## src/rtl/tlu_pkg.sv

```systemverilog
package tlu_pkg;
  typedef logic [1:0] trit_t;

  localparam trit_t T_ZERO = 2'b00;
  localparam trit_t T_ONE  = 2'b01;
  localparam trit_t T_TWO  = 2'b10;
  localparam trit_t T_BAD  = 2'b11;

  localparam int unsigned OP_W = 4;

  typedef enum logic [OP_W-1:0] {
    OP_SINV = 4'd0,
    OP_PINV = 4'd1,
    OP_NINV = 4'd2,
    OP_FDIO = 4'd3,
    OP_RDIO = 4'd4,
    OP_MAX  = 4'd5,
    OP_MIN  = 4'd6,
    OP_NMAX = 4'd7,
    OP_NMIN = 4'd8,
    OP_SUM  = 4'd9,
    OP_NSUM = 4'd10
  } op_e;

  function automatic trit_t simple_inv(trit_t t);
    return T_TWO - t;
  endfunction
endpackage

```

## src/rtl/tlu_op_decode.sv

```systemverilog
module tlu_op_decode
  import tlu_pkg::*;
(
  input  logic [OP_W-1:0] op_i,
  output logic            unary_o,
  output logic            bad_op_o
);
  always_comb begin
    unary_o  = (op_i <= OP_RDIO);
    bad_op_o = (op_i > OP_NSUM);
  end
endmodule

```

## src/rtl/tlu_trit_cell.sv

```systemverilog
module tlu_trit_cell
  import tlu_pkg::*;
(
  input  trit_t           a_i,
  input  trit_t           b_i,
  input  logic [OP_W-1:0] op_i,
  input  logic            unary_i,
  input  logic            bad_op_i,
  output trit_t           res_o,
  output logic            err_o
);
  logic       a_bad, b_bad, use_bad;
  trit_t      t_max, t_min, t_mod;
  logic [2:0] t_sum;
  trit_t      t_val;

  always_comb begin
    a_bad   = (a_i == T_BAD);
    b_bad   = (b_i == T_BAD) && !unary_i;
    use_bad = a_bad || b_bad;

    t_max = (a_i > b_i) ? a_i : b_i;
    t_min = (a_i < b_i) ? a_i : b_i;
    t_sum = {1'b0, a_i} + {1'b0, b_i};
    t_mod = (t_sum >= 3'd3) ? 2'(t_sum - 3'd3) : t_sum[1:0];

    unique case (op_i)
      OP_SINV: t_val = simple_inv(a_i);
      OP_PINV: t_val = (a_i == T_TWO)  ? T_ZERO : T_TWO;
      OP_NINV: t_val = (a_i == T_ZERO) ? T_TWO  : T_ZERO;
      OP_FDIO: t_val = (a_i == T_TWO)  ? T_TWO  : T_ONE;
      OP_RDIO: t_val = (a_i == T_ZERO) ? T_ZERO : T_ONE;
      OP_MAX:  t_val = t_max;
      OP_MIN:  t_val = t_min;
      OP_NMAX: t_val = simple_inv(t_max);
      OP_NMIN: t_val = simple_inv(t_min);
      OP_SUM:  t_val = t_mod;
      OP_NSUM: t_val = simple_inv(t_mod);
      default: t_val = T_ZERO;
    endcase

    // invalid input or opcode squashes this trit
    res_o = (use_bad || bad_op_i) ? T_ZERO : t_val;
    err_o = use_bad && !bad_op_i;
  end
endmodule

```

## src/rtl/tern_logic_unit.sv

```systemverilog
module tern_logic_unit
  import tlu_pkg::*;
#(
  parameter int unsigned NUM_TRITS = 8,
  localparam int unsigned VEC_W = 2 * NUM_TRITS
) (
  input  logic [VEC_W-1:0] a_i,
  input  logic [VEC_W-1:0] b_i,
  input  logic [OP_W-1:0]  op_i,
  output logic [VEC_W-1:0] res_o,
  output logic             err_o
);
  logic                 unary, bad_op;
  logic [NUM_TRITS-1:0] trit_err;

  tlu_op_decode i_dec (
    .op_i    (op_i),
    .unary_o (unary),
    .bad_op_o(bad_op)
  );

  for (genvar g = 0; g < NUM_TRITS; g++) begin : g_trit
    tlu_trit_cell i_cell (
      .a_i     (a_i[2*g +: 2]),
      .b_i     (b_i[2*g +: 2]),
      .op_i    (op_i),
      .unary_i (unary),
      .bad_op_i(bad_op),
      .res_o   (res_o[2*g +: 2]),
      .err_o   (trit_err[g])
    );
  end

  assign err_o = bad_op || (|trit_err);
endmodule

```

## config.mk

```make
export PLATFORM = sky130hd
export DESIGN_NAME = tern_logic_unit
export DESIGN_NICKNAME = d
export VERILOG_FILES = /design/src/rtl/tlu_pkg.sv /design/src/rtl/tlu_op_decode.sv /design/src/rtl/tlu_trit_cell.sv /design/src/rtl/tern_logic_unit.sv
export SDC_FILE = /design/constraint.sdc
export NUM_CORES = 1
export LEC_CHECK = 0
export BUFFER_PORTS_ARGS = -buffer_cell sky130_fd_sc_hd__buf_2
export CAP_MARGIN = 20
export CELL_PAD_IN_SITES_DETAIL_PLACEMENT = 1
export CELL_PAD_IN_SITES_GLOBAL_PLACEMENT = 2
export CORE_MARGIN = 2
export CORE_UTILIZATION = 30
export DETAILED_ROUTE_END_ITERATION = 6
export PLACE_DENSITY = 0.83
export RECOVER_POWER = 50
export SETUP_SLACK_MARGIN = 0.2
export SLEW_MARGIN = 20
export SYNTH_ARGS = -nofsm -noshare
export SYNTH_HDL_FRONTEND = slang
export SYNTH_SLANG_ARGS = --single-unit
```

## constraint.sdc

```tcl
create_clock -name vclk -period 4.4
set_clock_uncertainty 0.05 [all_clocks]
set_input_delay 0.88 -clock vclk [all_inputs]
set_output_delay 0.88 -clock vclk [all_outputs]
set_load 0.005 [all_outputs]
```

== Word level (Yosys, flattened, before mapping) ==
Cells that the tools add are included.
Widths: inputs -> output; s select.

* Add/sub/neg operators: 48
* Magnitude comparators: 26
* Equal/unequal tests: 34
* Multiplexer cells: 72
* Reduce and logical (&&, ||, !) cells: 45

{| class="wikitable"
|+ Operators with widths
! kind !! number
|-
| $pmux 2 s11 || 8
|-
| $mux 2 || 56
|-
| $sub 2x2->2 const A || 32
|-
| $eq 2x2->1 const B || 24
|-
| $add 2x2->3 || 8
|-
| $ge 3x2->1 const B || 8
|-
| $logic_or 1x1->1 || 17
|-
| $eq 4x3->1 const B || 4
|-
| $gt 2x2->1 || 8
|-
| $logic_and 1x1->1 || 16
|-
| $logic_not 2->1 || 8
|-
| $lt 2x2->1 || 8
|-
| $sub 2x2->2 const B || 8
|-
| $eq 4x4->1 const B || 3
|-
| $eq 4x2->1 const B || 2
|-
| $mux 1 || 8
|-
| $reduce_or 8->1 || 1
|-
| $eq 4x1->1 const B || 1
|-
| $gt 4x4->1 const B || 1
|-
| $le 4x3->1 const B || 1
|-
| $logic_not 4->1 || 1
|-
| $logic_not 1->1 || 2
|}

* Register bits after elaboration: 0
* Bits of input ports: 36
* Output and inout bits: 17

== Logic depth before layout (Yosys ltp) ==
Gate-level depths: netlist (run 1).

* Depth after elaboration: 7
* Gate-level depth with buffers: 11
* Depth with buffers taken out: 11

== Hierarchy ==
From an unflattened synthesis (run 1), not the netlist that was laid out.

* Cell total of the unflattened synthesis: 592
* Area, all modules: 4586.9 µm²

{| class="wikitable"
|+ Modules (own cells, without submodules)
! module !! instances !! cells each !! area an instance (µm²) !! sequential area each (µm²)
|-
| tlu_trit_cell (g_trit[4].i_cell ...) || 4 || 74 || 574.3 || 0.0
|-
| tlu_trit_cell (g_trit[0].i_cell ...) || 4 || 72 || 561.8 || 0.0
|-
| tlu_op_decode || 1 || 4 || 22.5 || 0.0
|-
| tern_logic_unit || 1 || 4 || 20.0 || 0.0
|}

== Worst setup path after synthesis (run 1) ==
OpenSTA, ideal clock, no wires.

* Path type: input to output
* Start: input port a_i[4]
* End: output port res_o[5]
* Arrival time: 2.840 ns
* Data required time: 3.470 ns
* Setup slack: 0.630 ns
* Cell stages on the path: 11
* Path buffers: 0
* Cell sequence: ha_1 -> inv_1 -> fa_1 -> inv_1 -> ha_1 -> nor2b_1 -> a21oi_1 -> a21o_1 -> a221o_1 -> a32oi_1 -> o41ai_2

* Cells in the longest elaborated chain, start to end: 6
* Elaborated cells on any way between the ends: 22
* Classes of those cells: add/sub (6); order compare (3); eq/ne (2); mux (8); reduce/logical (3)

{| class="wikitable"
|+ RTL lines
! element !! line !! text
|-
| from (decl) || tern_logic_unit.sv:7 || <nowiki>input logic [VEC_W-1:0] a_i,</nowiki>
|-
| $add 2x2->3 || tlu_trit_cell.sv:24 || <nowiki>t_sum = {1'b0, a_i} + {1'b0, b_i};</nowiki>
|-
| $ge 3x2->1 / $sub 2x2->2 (equally long branches) || tlu_trit_cell.sv:25 || <nowiki>t_mod = (t_sum >= 3'd3) ? 2'(t_sum - 3'd3) : t_sum[1:0];</nowiki>
|-
| $mux 2 || tlu_trit_cell.sv:25 ||
|-
| $sub 2x2->2 || tlu_pkg.sv:26 || <nowiki>return T_TWO - t;</nowiki>
|-
| $pmux 2 s11 || tlu_trit_cell.sv:27 || <nowiki>unique case (op_i)</nowiki>
|-
| $mux 2 (*) || tlu_trit_cell.sv:43 || <nowiki>res_o = (use_bad || bad_op_i) ? T_ZERO : t_val;</nowiki>
|-
| to (decl) || tern_logic_unit.sv:10 || <nowiki>output logic [VEC_W-1:0] res_o,</nowiki>
|}

Every way passes the cells marked *; elsewhere a longest branch is shown, timed or not.

== Final worst setup path (run 1) ==
* Start: input port b_i[6]
* End: output port res_o[6]

* Cells in the longest elaborated chain, start to end: 6
* Elaborated cells on any way between the ends: 17
* Classes of those cells: add/sub (5); order compare (3); eq/ne (1); mux (5); reduce/logical (3)

{| class="wikitable"
|+ RTL lines
! element !! line !! text
|-
| from (decl) || tern_logic_unit.sv:8 || <nowiki>input logic [VEC_W-1:0] b_i,</nowiki>
|-
| $add 2x2->3 || tlu_trit_cell.sv:24 ||
|-
| $ge 3x2->1 / $sub 2x2->2 (equally long branches) || tlu_trit_cell.sv:25 ||
|-
| $mux 2 || tlu_trit_cell.sv:25 ||
|-
| $sub 2x2->2 || tlu_pkg.sv:26 ||
|-
| $pmux 2 s11 || tlu_trit_cell.sv:27 ||
|-
| $mux 2 (*) || tlu_trit_cell.sv:43 ||
|}

Marks and branches as above.

==> flow_metrics.py, run 1 <==
metrics = {
    "drt": {
        "drtAntennaViolNets": 0,
        "drtIter0Drc": 264,
        "drt-pass1-iter-count": 5,
        "vias": 3740,
        "drc": 0,
        "wl_per_cell_um": 19.7,
        "vias_per_cell": 5.77,
        "routed_wl_um": 12800,
    },
    "worst_setup_path": {
        "required_ns": 3.47,
        "arrival_ns": 3.27,
        "crit_family": "adder cells",
        "cp_slowest_cell": "fa_1",
        "critical_path_class": "primary input to output pin",
        "crit_path_start_kind": "primary input",
        "cp-end-kind": "output pin",
        "slowest_delay_ns": 0.54,
        "crit_buf_inv": 4,
        "critPathMaxFanout": 6,
        "cpMostUsedCell": "inv_1",
        "cp_cell_sequence": "clkbuf_4 > ha_2 > inv_1 > fa_1 > inv_1 > ha_4 > nor2b_4 > mux2i_2 > a222oi_1 > a221o_1 > o21a_1 > buf_2",
    },
    "finish": {
        "fillers": 1353,
        "regArea_sq_um": 0,
        "utilization_pct": 38.3,
        "final_cell_area_sq_mm": 0.00417,
        "synthToLayoutAreaGrowth_pct": 24.0,
        "antenna_cells": 0,
        "final_nets": 626,
        "stdcell_count": 648,
        "final_common_cell": "ha_1",
        "n_clock_buffer": 0,
        "drive_above_1_share_pct": 23.4,
        "layout_common_cells": "ha_1, nor2_1, inv_1, buf_2, nand2_1",
        "nFlopsAndLatches": 0,
    },
    "global_route": {
        "grt_overflow": 0,
        "grt_max_degree": 28,
        "grt_pass1_wl_um": 20000,
        "grtUsageTotal_pct": 20.7,
        "grt_pass1_vias": 3831,
        "antenna_found_initial": 0,
    },
    "synthesis": {
        "syn_inst": 450,
        "yosys_warnings": 0,
        "syn-num-nets": 566,
        "synth_area_leaders": "ha_1, mux2i_1, inv_1",
        "ys_seq_area_share_pct": 0,
        "yosysTopAreaCell": "ha_1",
        "yosysUniqueCellTypes": 58,
        "syn_area_sq_mm": 0.00336,
        "synth.avg_cell_area_sq_um": 7.47,
        "synth_top_area_share_pct": 26.8,
    },
    "die": {
        "die_x_um": 110,
        "die_y_um": 110,
        "core.rowCount": 38,
        "core_area_sq_mm": 0.0109,
        "dieArea_sq_mm": 0.0121,
        "initial_utilization_pct": 30.9,
        "io_pins": 53,
    },
    "timing": {
        "clock.fmax_mhz": 238,
        "tns_ns": 0,
        "setup_viol": 0,
        "maxSlewHeadroom_pct": 33.8,
        "fin_crit_sh_pct": 95.4,
        "hold_viol": 0,
        "final.setup.worst_slack_ns": 0.202,
        "timing.final.crit_period_ns": 4.20,
        "grt_setup_unrepaired": "true",
        "worst_pin_slew_ns": 0.984,
        "drv_slew": 0,
        "holdWs_ns": 2.18,
    },
    "placed_design": {
        "pre_cts_slack_ns": 0.00212,
        "place_inst": 638,
        "port_buffers": 53,
        "dpl.hpwl_um": 10100,
        "gp_congestion": 0.872,
        "place_area_sq_mm": 0.00379,
    },
    "job": {
        "drv_cap": 0,
    },
    "run_status": {
        "outcome": "complete, no violations",
    },
    "power": {
        "finalPower_uw": 543,
        "ir_drop_mv": 0.0593,
        "p_per_area_mw_per_mm2": 130,
        "p_leak_nw": 1.94,
    },
    "min_path": {
        "hold_class": "primary input to output pin",
    },
}
## worst paths after layout
kind / start / end / slack (ns) / depth (start not counted)
hold / removal: b_i[8] / res_o[8] / 2.18 / 4
setup / recovery: b_i[6] / res_o[6] / 0.20 / 12
## report_power, final
group	switching, mW	internal, mW	leakage [nW]
combinational	0.301	0.242	1.94
clock	0	0	0
sequential	0	0	0
## cells by family (layout without fill, tap and decap cells)
| logic type | count (synthesis) | count (layout) | share of synthesized area, % |
|---|---|---|---|
| AO/OA/AOI/OAI | 146 | 146 | 32.4 |
| XOR/XNOR | 7 | 7 | 1.82 |
| adder cells (fa/ha/maj) | 80 | 80 | 31.6 |
| buffers and inverters | 65 | 123 | 8.15 |
| multiplexers | 25 | 25 | 7.44 |
| AND/OR/NAND/NOR | 127 | 127 | 18.6 |
## routing by layer
layer  track usage, %  vias to the layer above  part of all wire, %
met4             1.54                        0                 0.82
met1             28.3                     1823                   45
met3            0.474                       10                  4.2
met5                0                        -                    0
met2             37.5                      109                   50
li1                 -                     1798                    -
## area by class of cell
cell class                 instances  area (sq um)  share of cell area [%]
tap                              140           175                    4.20
multi-input combinational        385          3290                    79.0
timing repair buffer              73           512                    12.3
inverter                          50           188                    4.50
## timing repair
action	4_1_cts	5_1_grt
setup buffers	3	7
gates resized for setup	13	81
hold buffers	0	0
gates cloned	0	0
pin swaps	4	26
setup endpoints to repair	9	15
## Yosys cell counts, drive strengths merged, types with 8 or more instances
cell    number
ha          72
inv         49
nor2        41
nand2       29
mux2i       25
o21ai       24
nor2b       19
a21oi       16
o22ai       16
buf         13
nand2b      10
fa           8
## worst min-delay path, cell delays in order
cell and delay [ns]:
buf_8 0.09, a311oi_1 0.13, o21a_1 0.13, buf_2 0.13
Note: power is estimated with default switching activity, not from simulation.
==> inputs of run 2 (changes only) <==
--- a/config.mk
+++ b/config.mk
@@ -9,7 +9,7 @@
 export CAP_MARGIN = 20
 export CELL_PAD_IN_SITES_DETAIL_PLACEMENT = 1
 export CELL_PAD_IN_SITES_GLOBAL_PLACEMENT = 2
-export CORE_MARGIN = 2
+export CORE_MARGIN = 10
 export CORE_UTILIZATION = 30
 export DETAILED_ROUTE_END_ITERATION = 6
 export PLACE_DENSITY = 0.83
==> constraint.sdc (replaced) <==
create_clock -name vclk -period 4.4
set_clock_uncertainty 0.05 [all_clocks]
set_input_delay 0 -clock vclk [all_inputs]
set_output_delay 0 -clock vclk [all_outputs]
set_load 0.005 [all_outputs]
==> run 2 against run 1 <==
Against the previous run:
- sequential share of layout area is the same
- via count is 3.1% lower
- critical path depth is 1 higher
- final cell count shrank 3.1%
- combinational power fell by 16%
- critical endpoint is now res_o[15]
- largest cell class unchanged
- highest routed layer unchanged
==> flow_metrics.py, run 2 (synthesis gave the netlist of run 1 again) <==
metrics = {
    "run_status": {
        "outcome": "complete, no violations",
    },
    "timing": {
        "maxSlewHeadroom_pct": 34.2,
        "worst_pin_slew_ns": 0.984,
        "tns_ns": 0,
        "fin_crit_sh_pct": 59.9,
        "setup_viol": 0,
        "holdWs_ns": 0.461,
        "grt_setup_unrepaired": "false",
        "clock.fmax_mhz": 379,
        "drv_slew": 0,
        "timing.final.crit_period_ns": 2.64,
        "hold_viol": 0,
    },
    "global_route": {
        "grt_pass1_vias": 3987,
        "grt_max_degree": 34,
        "grtUsageTotal_pct": 15.0,
        "antenna_found_initial": 0,
        "grt_overflow": 0,
        "grt_pass1_wl_um": 20600,
    },
    "job": {
        "drv_cap": 0,
    },
    "power": {
        "clkPwrFrac_pct": 0,
        "p_sw_uw": 274,
        "p_leak_nw": 1.78,
        "p_per_area_mw_per_mm2": 123,
        "switching_share_pct": 60.1,
        "power_frac_seq_pct": 0,
        "power.internal_uw": 181,
        "power_frac_comb_pct": 100.0,
        "ir_drop_mv": 0.0559,
    },
    "finish": {
        "final_cell_area_sq_mm": 0.00371,
        "synthToLayoutAreaGrowth_pct": 10.3,
        "final_nets": 606,
        "antenna_cells": 0,
        "stdcell_count": 628,
        "n_clock_buffer": 0,
        "final_common_cell": "ha_1",
        "nFlopsAndLatches": 0,
        "layout_common_cells": "ha_1, buf_2, inv_1, nor2_1, nand2_1",
        "regArea_sq_um": 0,
        "drive_above_1_share_pct": 11.9,
        "fillers": 1370,
    },
    "worst_setup_path": {
        "startpoint": "b_i[14]",
        "setup.worst_path.end": "res_o[15]",
        "path_depth": 13,
        "critical_path_class": "primary input to output pin",
        "cp_cell_sequence": "buf_2 > ha_1 > inv_1 > fa_1 > inv_1 > ha_1 > nor2b_1 > a21oi_1 > a21o_1 > a221oi_1 > xor2_1 > o21ai_0 > buf_2",
        "crit_path_start_kind": "primary input",
        "arrival_ns": 2.59,
        "crit_family": "compound AO/OA/AOI/OAI gates",
        "cp_slowest_cell": "fa_1",
        "critPathMaxFanout": 6,
        "required_ns": 4.35,
        "crit_buf_inv": 4,
        "slowest_delay_ns": 0.53,
        "cp-end-kind": "output pin",
    },
    "placed_design": {
        "gp_congestion": 0.854,
        "port_buffers": 53,
        "place_area_sq_mm": 0.00372,
        "dpl.hpwl_um": 10200,
        "place_inst": 628,
    },
    "clocking": {
        "post-cts-setup-buffers": 0,
        "cts_hold_buf": 0,
        "cts_resized": 0,
    },
    "die": {
        "core_area_sq_mm": 0.0109,
        "die_x_um": 126,
        "die_y_um": 126,
        "core.rowCount": 38,
        "io_pins": 53,
        "dieArea_sq_mm": 0.0158,
        "initial_utilization_pct": 30.9,
    },
    "drt": {
        "vias_per_cell": 5.77,
        "vias": 3623,
        "drtIter0Drc": 248,
        "routed_wl_um": 12600,
        "wl_per_cell_um": 20.0,
        "drt-pass1-iter-count": 7,
        "drtAntennaViolNets": 0,
        "drc": 0,
    },
    "min_path": {
        "hold_class": "primary input to output pin",
        "worstHoldStart": "b_i[1]",
        "hold_depth": 4,
    },
}
-- run 2: cell types whose count changed in the layout (fill, tap and decap cells not counted), sizes merged --
| cell | delta |
|---|---|
| buf | -19 |
| clkbuf | -1 |
-- run 2: per-stage QoR --
step | total power, mW | setup slack [ns] | utilization (%)
global placement | 0.430 | 1.89 | 34.1
floorplan | 0.309 | 2.39 | -
finish | 0.455 | 1.76 | 34.1
CTS | 0.455 | 1.79 | 34.1
detailed placement | 0.451 | 1.80 | 34.1
global route | 0.511 | 1.58 | 34.1
-- run 2: cell type report --
class / instances / area, sq um / share of cell area [%]
multi-input combinational: 385 / 3090 / 83.2
timing repair buffer: 53 / 262 / 7.05
inverter: 50 / 188 / 5.06
tap: 140 / 175 / 4.72
-- run 2: worst min-delay path by stage --
stage	slack [ns]	to
after floorplan	0.13	res_o[4]
after global placement	0.45	res_o[11]
after CTS	0.45	res_o[2]
after detailed placement	0.45	res_o[2]
final	0.46	res_o[0]
after global routing	0.49	res_o[6]
-- run 2: power groups by stage --
stage / Combinational, mW / Sequential, mW / Clock [mW]
after CTS: 0.455 / 0 / 0
after global placement: 0.430 / 0 / 0
after detailed placement: 0.451 / 0 / 0
after floorplan: 0.309 / 0 / 0
final: 0.455 / 0 / 0
after global routing: 0.511 / 0 / 0
-- run 2: metal layers --
metal	GRT usage, %	part of all wire (%)	up-vias
met2	26.9	48	92
li1	-	-	1759
met5	0	0	-
met3	1.17	4.6	10
met1	19.5	46	1762
met4	1.74	0.81	0
==> inputs of run 3 (changes only) <==
--- a/config.mk
+++ b/config.mk
@@ -5,14 +5,15 @@
 export SDC_FILE = /design/constraint.sdc
 export NUM_CORES = 1
 export LEC_CHECK = 0
+export ABC_AREA = 1
 export BUFFER_PORTS_ARGS = -buffer_cell sky130_fd_sc_hd__buf_2
 export CAP_MARGIN = 20
 export CELL_PAD_IN_SITES_DETAIL_PLACEMENT = 1
 export CELL_PAD_IN_SITES_GLOBAL_PLACEMENT = 2
 export CORE_MARGIN = 10
-export CORE_UTILIZATION = 30
+export CORE_UTILIZATION = 28
 export DETAILED_ROUTE_END_ITERATION = 6
-export PLACE_DENSITY = 0.83
+export PLACE_DENSITY = 0.88
 export RECOVER_POWER = 50
 export SETUP_SLACK_MARGIN = 0.2
 export SLEW_MARGIN = 20
==> constraint.sdc (replaced) <==
create_clock -name vclk -period 2.1
set_clock_uncertainty 0.05 [all_clocks]
set_input_delay 0 -clock vclk [all_inputs]
set_output_delay 0 -clock vclk [all_outputs]
set_load 0.005 [all_outputs]
==> run 3 against run 2 <==
Against the previous run:
- non-clock buffer count is 50 higher
- sequential share of layout area stayed put
- critical path depth is 3 higher
- combinational power grew to 3.2 times the previous value
- final cell count rose by 49%
- hold slack better by 0.069 ns
- global-route usage rose by 1.7 points
- routed wire length increased by 28%
- via count is 33% higher
- clock-buffer cell count did not move
- total power rose to 3.2 times the previous value
- first-iteration DRC count increased by 5.6%
- highest routed layer unchanged
- critical endpoint is now res_o[13]
==> flow_metrics.py, run 3 <==
metrics = {
    "run_status": {
        "outcome": "complete, no violations",
    },
    "die": {
        "dieArea_sq_mm": 0.0183,
        "io_pins": 53,
        "initial_utilization_pct": 28.3,
        "die_x_um": 135,
        "core.rowCount": 42,
        "core_area_sq_mm": 0.0131,
        "die_y_um": 135,
    },
    "timing": {
        "worst_pin_slew_ns": 0.486,
        "clock.fmax_mhz": 499,
        "hold_viol": 0,
        "maxSlewHeadroom_pct": 67.5,
        "setup_viol": 0,
        "timing.final.crit_period_ns": 2.00,
        "fin_crit_sh_pct": 95.4,
        "tns_ns": 0,
        "grt_setup_unrepaired": "true",
        "drv_slew": 0,
    },
    "synthesis": {
        "synth_area_leaders": "ha_1, nand2_1, nand3_1",
        "syn-num-nets": 785,
        "synth_top_area_share_pct": 24.3,
        "syn_area_sq_mm": 0.00371,
        "yosysUniqueCellTypes": 25,
        "yosys_warnings": 0,
        "synth.most_common_cell": "nand2_1",
        "ys_seq_area_share_pct": 0,
        "synth.avg_cell_area_sq_um": 5.55,
        "syn_inst": 669,
        "yosysTopAreaCell": "ha_1",
        "netlist_top_cells_count": "nand2_1, inv_1, nand3_1, ha_1, nor2_1",
    },
    "power": {
        "power.internal_uw": 588,
        "switching_share_pct": 59.5,
        "p_leak_nw": 2.76,
        "power_frac_seq_pct": 0,
        "p_sw_uw": 862,
        "p_per_area_mw_per_mm2": 272,
        "power_frac_comb_pct": 100.0,
        "ir_drop_mv": 0.0885,
        "clkPwrFrac_pct": 0,
    },
    "finish": {
        "drive_above_1_share_pct": 33.9,
        "multi_input_area_sq_mm": 0.00377,
        "antenna_cells": 0,
        "synthToLayoutAreaGrowth_pct": 43.6,
        "n_clock_buffer": 0,
        "layout_common_cells": "nand2_1, inv_1, nand3_1, ha_1, buf_4",
        "nFlopsAndLatches": 0,
        "fillers": 1760,
        "final_nets": 880,
        "final_common_cell": "nand2_1",
        "regArea_sq_um": 0,
        "final_cell_area_sq_mm": 0.00533,
    },
    "worst_setup_path": {
        "crit_path_start_kind": "primary input",
        "critical_path_class": "primary input to output pin",
        "cp-end-kind": "output pin",
        "required_ns": 2.05,
        "critPathMaxFanout": 3,
        "arrival_ns": 1.95,
    },
    "placed_design": {
        "port_buffers": 53,
        "dpl.hpwl_um": 11800,
        "gp_congestion": 0.857,
        "place_area_sq_mm": 0.00429,
    },
    "global_route": {
        "grt_pass1_vias": 5302,
        "grt_pass1_wl_um": 25800,
        "antenna_found_initial": 0,
        "grt_max_degree": 17,
        "grt_overflow": 0,
        "grtUsageTotal_pct": 16.7,
    },
    "drt": {
        "wl_per_cell_um": 17.2,
        "drc": 0,
        "drtAntennaViolNets": 0,
        "routed_wl_um": 16100,
        "drt-pass1-iter-count": 5,
        "vias": 4804,
        "drtIter0Drc": 262,
        "vias_per_cell": 5.12,
    },
    "min_path": {
        "hold_class": "primary input to output pin",
    },
    "clocking": {
        "cts_hold_buf": 0,
    },
    "job": {
        "drv_cap": 0,
    },
}
run 3: logic make-up after synthesis:
| logic type | synth area share [%] |
|---|---|
| compound gates | 10.9 |
| fa+ha+maj | 28.6 |
| buf+inv | 16.2 |
| simple gates | 44.3 |
run 3: worst max-delay path: stages:
cell and delay [ns]:
buf_8 0.08, ha_4 0.13, inv_2 0.03, fa_1 0.54, inv_2 0.06, ha_4 0.16
inv_4 0.07, nand3_4 0.10, nand2_4 0.09, nand3_2 0.08, nand2_1 0.07, inv_1 0.05
nand3_1 0.09, nand3_2 0.08, a21oi_2 0.18, buf_2 0.14
run 3: final timing paths:
path              startpoint   endpoint  cells past startpoint
setup / recovery     a_i[12]  res_o[13]                     16
hold / removal        b_i[2]   res_o[2]                      7
run 3: per-layer routing:
layer | vias to the layer above | GRT usage, % | wire length, um
met5 | - | 0 | 0
met4 | 0 | 3.29 | 315
met3 | 29 | 0.927 | 646
met2 | 111 | 32.2 | 8450
met1 | 2335 | 19.8 | 6680
li1 | 2329 | - | -
run 3: layout make-up:
| cell class | instances | area share (%) |
|---|---|---|
| Tap cell | 176 | 4.13 |
| Multi-Input combinational cell | 519 | 70.8 |
| Timing Repair Buffer | 103 | 14.9 |
| Inverter | 140 | 10.1 |
run 3: metrics by stage:
step / cells / total power [mW] / hold slack [ns] / util (%) / worst slack [ns]
after global placement: 911 / 0.938 / 0.522 / 32.7 / 0.0378
after floorplan: 669 / 0.659 / 0.223 / - / 0.467
after detailed placement: 911 / 1.00 / 0.557 / 32.7 / -0.0633
after global routing: 938 / 1.61 / 0.609 / 40.6 / 0.00354
final: 938 / 1.45 / 0.530 / 40.6 / 0.0975
after CTS: 928 / 1.26 / 0.527 / 37.8 / 0.127
run 3: power groups by stage:
stage          registers, mW  clock network, mW  logic [mW]
4_1_cts                    0                  0        1.26
3_3_place_gp               0                  0       0.938
3_5_place_dp               0                  0        1.00
2_1_floorplan              0                  0       0.659
5_1_grt                    0                  0        1.61
6_report                   0                  0        1.45
run 3: repair_timing:
action                     in CTS  in global routing
setup buffers                  17                 10
pin swaps                      58                 51
resized for setup             149                 81
setup endpoints to repair      16                 16
